## config.mk

```make
export PLATFORM = sky130hd
export DESIGN_NAME = ddr_burst_sram
export DESIGN_NICKNAME = d
export VERILOG_FILES = /design/src/rtl/burst_sram_pkg.sv /design/src/rtl/burst_sram_ctrl.sv /design/src/rtl/burst_sram_dpath.sv /design/src/rtl/ddr_burst_sram.sv
export SDC_FILE = /design/constraint.sdc
export NUM_CORES = 2
export LEC_CHECK = 0
export ABC_AREA = 1
export BUFFER_PORTS_ARGS = -buffer_cell sky130_fd_sc_hd__buf_2
export CORE_MARGIN = 2
export CORE_UTILIZATION = 45
export CTS_CLUSTER_DIAMETER = 60
export CTS_CLUSTER_SIZE = 40
export DETAILED_ROUTE_END_ITERATION = 10
export PLACE_DENSITY_LB_ADDON = 0.15
export SLEW_MARGIN = 20
export SYNTH_ARGS = -nofsm -noshare
export SYNTH_HDL_FRONTEND = slang
export SYNTH_HIERARCHICAL = 1
export SYNTH_SLANG_ARGS = --single-unit
```

## constraint.sdc

```tcl
create_clock -name clk -period 5.9 [get_ports clk]
set_input_delay 0.885 -clock clk [delete_from_list [all_inputs] [get_ports clk]]
set_output_delay 0.885 -clock clk [all_outputs]
set_load 0.01 [all_outputs]
```

## src/rtl/burst_sram_pkg.sv

```systemverilog
package burst_sram_pkg;

  typedef enum logic [1:0] {
    OP_BANKOFF = 2'd0,
    OP_IDLE    = 2'd1,
    OP_READ    = 2'd2,
    OP_WRITE   = 2'd3
  } op_t;

  // strobes from control to datapath for the current cycle
  typedef struct packed {
    logic rdStb;
    logic wrStb;
  } strobe_t;

endpackage

```

## src/rtl/burst_sram_ctrl.sv

```systemverilog
module burst_sram_ctrl
  import burst_sram_pkg::*;
#(
  parameter int PAIR_W = 5
) (
  input  logic              clk,
  input  logic              rst,
  input  logic              selN,
  input  logic              bankHit,
  input  logic              advance,
  input  logic              writeN,
  input  logic [PAIR_W-1:0] pairIn,
  output strobe_t           stb,
  output logic [PAIR_W-1:0] pairAddr,
  output logic              oeRise,
  output logic              oeFall,
  output logic              echoEn
);

  op_t               lastOp, nextOp;
  logic [PAIR_W-1:0] basePair, nextBase;
  logic              stepOdd, nextStep;

  // command decode and burst address generation
  always_comb begin
    nextOp   = lastOp;
    nextBase = basePair;
    nextStep = stepOdd;
    if (advance) begin
      nextStep = ~stepOdd;
    end else if (!bankHit) begin
      nextOp = OP_BANKOFF;
    end else if (selN) begin
      nextOp = OP_IDLE;
    end else begin
      nextOp   = writeN ? OP_READ : OP_WRITE;
      nextBase = pairIn;
      nextStep = 1'b0;
    end
    pairAddr  = nextBase + PAIR_W'(nextStep);
    stb.rdStb = (nextOp == OP_READ);
    stb.wrStb = (nextOp == OP_WRITE);
  end

  always_ff @(posedge clk) begin
    if (rst) begin
      lastOp   <= OP_BANKOFF;
      basePair <= '0;
      stepOdd  <= 1'b0;
      oeRise   <= 1'b0;
      oeFall   <= 1'b0;
      echoEn   <= 1'b0;
    end else begin
      lastOp   <= nextOp;
      basePair <= nextBase;
      stepOdd  <= nextStep;
      oeRise   <= (nextOp == OP_READ);
      oeFall   <= (nextOp == OP_READ);
      echoEn   <= (nextOp != OP_BANKOFF);
    end
  end

  assert_bankoff_R2: assert property (@(posedge clk) disable iff (rst)
    (!advance && !bankHit) |=> (!echoEn && !oeRise && !oeFall));

  assert_idle_R3: assert property (@(posedge clk) disable iff (rst)
    (!advance && bankHit && selN) |=> (echoEn && !oeRise && !oeFall));

  assert_read_R4: assert property (@(posedge clk) disable iff (rst)
    (!advance && bankHit && !selN && writeN) |=> (echoEn && oeRise && oeFall));

  assert_write_R5: assert property (@(posedge clk) disable iff (rst)
    (!advance && bankHit && !selN && !writeN) |=> (echoEn && !oeRise && !oeFall));

  assert_continue_R6: assert property (@(posedge clk) disable iff (rst)
    advance |=> ($stable(oeRise) && $stable(oeFall) && $stable(echoEn)));

endmodule

```

## src/rtl/burst_sram_dpath.sv

```systemverilog
module burst_sram_dpath
  import burst_sram_pkg::*;
#(
  parameter int DATA_W = 36,
  parameter int PAIR_W = 5
) (
  input  logic              clk,
  input  logic              rst,
  input  strobe_t           stb,
  input  logic [PAIR_W-1:0] pairAddr,
  input  logic [DATA_W-1:0] dataRiseIn,
  input  logic [DATA_W-1:0] dataFallIn,
  output logic [DATA_W-1:0] dataRiseOut,
  output logic [DATA_W-1:0] dataFallOut
);

  localparam int PAIRS = 2 ** PAIR_W;

  logic              wrPend;
  logic [PAIR_W-1:0] wrPair;
  logic [DATA_W-1:0] laneIn  [2];
  logic [DATA_W-1:0] laneOut [2];
  logic              hitPend;

  assign laneIn[0]   = dataRiseIn;
  assign laneIn[1]   = dataFallIn;
  assign dataRiseOut = laneOut[0];
  assign dataFallOut = laneOut[1];
  assign hitPend     = wrPend && (wrPair == pairAddr);

  // late write: remember the pair, take the data one cycle later
  always_ff @(posedge clk) begin
    if (rst) begin
      wrPend <= 1'b0;
      wrPair <= '0;
    end else begin
      wrPend <= stb.wrStb;
      wrPair <= pairAddr;
    end
  end

  // one storage bank per phase lane (word address low bit = lane)
  for (genvar ph = 0; ph < 2; ph++) begin : g_lane
    logic [DATA_W-1:0] bank [PAIRS];

    always_ff @(posedge clk) begin
      if (wrPend) bank[wrPair] <= laneIn[ph];
    end

    always_ff @(posedge clk) begin
      if (rst)            laneOut[ph] <= '0;
      else if (stb.rdStb) laneOut[ph] <= hitPend ? laneIn[ph] : bank[pairAddr];
    end

    assert_forward_R9: assert property (@(posedge clk) disable iff (rst)
      (stb.rdStb && wrPend && (wrPair == pairAddr)) |=> (laneOut[ph] == $past(laneIn[ph])));

    assert_hold_R4: assert property (@(posedge clk) disable iff (rst)
      !stb.rdStb |=> $stable(laneOut[ph]));
  end

endmodule

```

## src/rtl/ddr_burst_sram.sv

```systemverilog
module ddr_burst_sram
  import burst_sram_pkg::*;
#(
  parameter int DATA_W = 36,
  parameter int PAIR_W = 5
) (
  input  logic              clk,
  input  logic              rst,
  input  logic              selN,
  input  logic              bankHit,
  input  logic              advance,
  input  logic              writeN,
  input  logic [PAIR_W-1:0] pairIn,
  input  logic [DATA_W-1:0] dataRiseIn,
  input  logic [DATA_W-1:0] dataFallIn,
  output logic [DATA_W-1:0] dataRiseOut,
  output logic [DATA_W-1:0] dataFallOut,
  output logic              oeRise,
  output logic              oeFall,
  output logic              echoEn
);

  strobe_t           stb;
  logic [PAIR_W-1:0] pairAddr;

  burst_sram_ctrl #(.PAIR_W(PAIR_W)) u_ctrl (
    .clk      (clk),
    .rst      (rst),
    .selN     (selN),
    .bankHit  (bankHit),
    .advance  (advance),
    .writeN   (writeN),
    .pairIn   (pairIn),
    .stb      (stb),
    .pairAddr (pairAddr),
    .oeRise   (oeRise),
    .oeFall   (oeFall),
    .echoEn   (echoEn)
  );

  burst_sram_dpath #(.DATA_W(DATA_W), .PAIR_W(PAIR_W)) u_dpath (
    .clk         (clk),
    .rst         (rst),
    .stb         (stb),
    .pairAddr    (pairAddr),
    .dataRiseIn  (dataRiseIn),
    .dataFallIn  (dataFallIn),
    .dataRiseOut (dataRiseOut),
    .dataFallOut (dataFallOut)
  );

endmodule

```

==> summary.md <==
| Metric | Value |
|---|---|
| Outcome | finished clean |
| Slew at the pin closest to its max-slew limit | 1.128 ns |
| Maximum number of pins on one net before global-route repair | ~180 |
| Maximum resistive drop on vdd | between 0.3 and 0.4 mV |
| Post-synthesis net count | 8717 |
| Vias post-DR | 64.76k |
| Half-perimeter wire length after placement | between 100 and 150 mm |
| Category of the worst setup path capture point | register |
| Net total in the final layout | 8647 |
| Placed cells | 11.25k |
| Post-route fraction of the period consumed by the critical path | 0.7168 |
| Proportion of synthesized chip area in sequential cells | 0.7262 |
| Area grow syn2layout | 9.344% |
| Overall power after layout | 35740 uW |
| Share of synthesized cell area in full adder, half adder and majority cells | 0.0002536 |
| Total placed instance area | 102000 um^2 |
| Initial antenna violation count | 26 |
| Final setup skew | 0.04289 ns |
| Syn Std Cell Area | 98690 um^2 |
| Clock insertion delay at the later pin of the skew report | 0.84 ns |
| Sort of element at the start of the critical path | input pin |
| Area share of and/or/nand/nor cells after synthesis | 0.2122 |
| Number of distinct library cells after synthesis | 31 |
| LEAKAGE | 0.04050 uW |
| Number of detailed-route iterations in the first pass | 6 |
| Top achievable clock speed | about 240 MHz |
| Remaining routing DRC violations | 0 |
| Worst path required time | 6.46 ns |
| Synthesis-stage register bit count | 2392 |
| Largest family of logic cells by synthesized area | simple AND/OR/NAND/NOR gates |
| Cts-stage hold buffer count | 0 |
| FF-to-FF path depth | 16 |
| Number of failing setup endpoints in the final timing report | 0 |
| Count of standard-cell rows | 171 |
| Iter 0 DRT Violations | approximately 7k |
| Residual antenna-violating net count after detailed routing | 0 |
| Die H | 472.3 um |
| Clock transition at the registers of the reported paths | 0.07 ns |
| Maximum fanout encountered on the critical timing path | 84 |
| Effective utilization at floorplan | 0.4535 |
| Port-buffer cells | 157 |
| Cells after synthesis | 8632 |
| Max-slew violation count | 0 |
| Post-route insts no fill | 11.56k |
| Share of synthesized registers carrying an async set or reset | 0 |
| Total wire length after detailed routing | 290.8 mm |
| Prevailing post-synth register cell | edfxtp_1 |
| Register-to-Register Setup Slack | between 1.5 and 2 ns |
| Post-synth EDFFs | 2376 |
| Area fraction in compound gates after synthesis | 0.01258 |
| Global-route wire length before repair | 422.3 mm |
| Gates resized, CTS repair | 0 |
| Overall die area | 223100 um^2 |
| PwrDens | 331.2 nW/um^2 |
| Yosys warnings | 6 |
| Data arrival time of the critical path | around 4.8 ns |
| H-tree depth | 4 |
| Per-cell routed wire length | roughly 25 um |
| Count of maximum capacitance violations | 0 |
| Core ar. | 217600 um^2 |
| Root cell of the clock tree | clkbuf_16 |
| Maximum clock insertion buffer count | 3 |
| Global Route Usage Sum | 0.2571 |
| Number of stages on the worst hold path | 3 |
| TritonCTS buffer count | 164 |
| Post-Synthesis Mean Instance Area | 11.43 um^2 |
| RSZ-0062 raised after global routing | no |
| Boundary Pins | 158 |
| Sinks on Clock Net | about 2.4k |
| Number of buffers inserted by post-CTS setup repair | 0 |
| Routability cong. | 0.7732 |
| Share of cell area taken by muxes after synthesis | 0 |
| Total count of hold-check failures in the final report | 0 |
| Total global routing overflow | 0 |
| Fill cell instance count of the final layout | 19.10k |
| Drt via density | 5.600 |
| Type of the most critical hold path | in -> reg |
| Class of the most critical setup path | in -> reg |
| Die X-Extent | 472.3 um |
| Slew HR | 0.2477 |
| TNS Setup | 0 ns |
| Fraction of final layout cells with drive strength greater than 1 | 0.07483 |
| Final critical path time including I/O delays and setup | between 4 and 5 ns |
| Via count of the first global-routing pass | between 60k and 70k |
| Post-synthesis share of cell area spent on xor and xnor gates | 0 |
| Clock tree from TritonCTS | yes |
| Finished Cell Area | 107900 um^2 |
| Tightest hold margin | between 0.3 and 0.4 ns |
-- worst paths after layout --
path | start | endpoint
worst max register to register | u_ctrl/basePair[0]$_SDFF_PP0_ | u_dpath/laneOut[1][10]$_SDFFCE_PN0P_
worst min-delay path | pairIn[0] | u_ctrl/basePair[0]$_SDFF_PP0_
worst max-delay path | advance | u_dpath/laneOut[1][10]$_SDFFCE_PN0P_
worst min register to register | u_ctrl/basePair[0]$_SDFF_PP0_ | u_ctrl/basePair[0]$_SDFF_PP0_
-- layout by cell type, fill, tap and decap left out, drive strengths merged --
cell,n
nand2,3204
edfxtp,2376
nand3,1635
inv,552
buf,284
clkbuf,179
nor2,144
o21ai,91
o211ai,62
a21oi,56
clkinv,50
or2,24
dfxtp,16
bufinv,11
diode,10
clkinvlp,7
o22ai,3
ha,2
nand4,1
a22oi,1
a211oi,1
nor3,1
-- cell families after synthesis --
kind of cell	count (synthesis)
buffers and inverters	1015
DFF	2392
AOI/OAI and AO/OA	214
and+or+nand+nor	5009
adders and majority gates	2
-- synthesized netlist by cell type (16+ instances only) --
cell type	count	area (um^2)
a21oi_1	56	280.3
buf_1	53	198.9
buf_2	237	1186
buf_4	28	210.2
buf_6	76	855.8
clkbuf_1	124	465.5
dfxtp_1	16	320.3
edfxtp_1	2376	71350
inv_1	488	1832
nand2_1	3201	12020
nand3_1	1633	8173
nor2_1	142	533.0
o211ai_1	62	465.5
o21ai_0	89	445.4
or2_2	23	143.9
-- state kept, by name (all words and copies together) (netlist names) --
signal,count
u_ctrl/echoEn,1
u_ctrl/oeFall,1
u_dpath/wrPair,5
u_dpath/wrPend,1
u_ctrl/basePair,5
u_ctrl/lastOp,2
u_ctrl/stepOdd,1
u_dpath/laneOut,72
u_dpath/g_lane.bank,2304
-- through the flow --
stage                     setup WS, ns  utilization
after floorplan                  1.728            -
after global placement          0.9459       0.4686
after detailed placement        0.9216       0.4686
after CTS                        1.806       0.4958
after global routing             1.537       0.4959
final                            1.671       0.4959
-- layer usage --
metal,part of all wire,global-route usage
met3,0.067,0.03204
met4,0.027,0.06855
met5,0.000076,0
met2,0.48,0.4249
met1,0.43,0.3601
-- cell type report --
class                           count  area (um^2)  share of cell area
Antenna cell                       10        25.02           0.0002319
Inverter                          495         1902             0.01762
Clock inverter                    125         1602             0.01484
Timing Repair Buffer              284         2315             0.02145
Tap cell                         2854         3571             0.03309
Clock buffer                      179         4309             0.03993
Sequential cell                  2392        71670              0.6642
Multi-Input combinational cell   5225        22520              0.2087
-- where the power goes --
group          internal [uW]  leakage, uW  switching [uW]  total [uW]
Combinational           1180       0.0160            3150        4330
Clock                   6140      0.00286            6520       12700
Sequential             18700       0.0216            56.3       18800
Total                  26000       0.0405            9720       35700
-- worst max-delay path, cell delays in order --
cell,delay (ns)
buf_2,0.12
inv_2,0.11
nand3_4,0.14
nand2_1,0.09
inv_1,0.05
a21oi_1,0.22
ha_4,0.20
ha_4,0.13
nand3_1,0.07
nand2_1,0.11
nand2_4,0.25
inv_8,0.51
o22ai_1,0.18
nor2_2,0.17
nand3_4,0.53
buf_12,0.44
o21ai_0,0.29
a21oi_1,0.07
(Power assumes the default switching activity.)
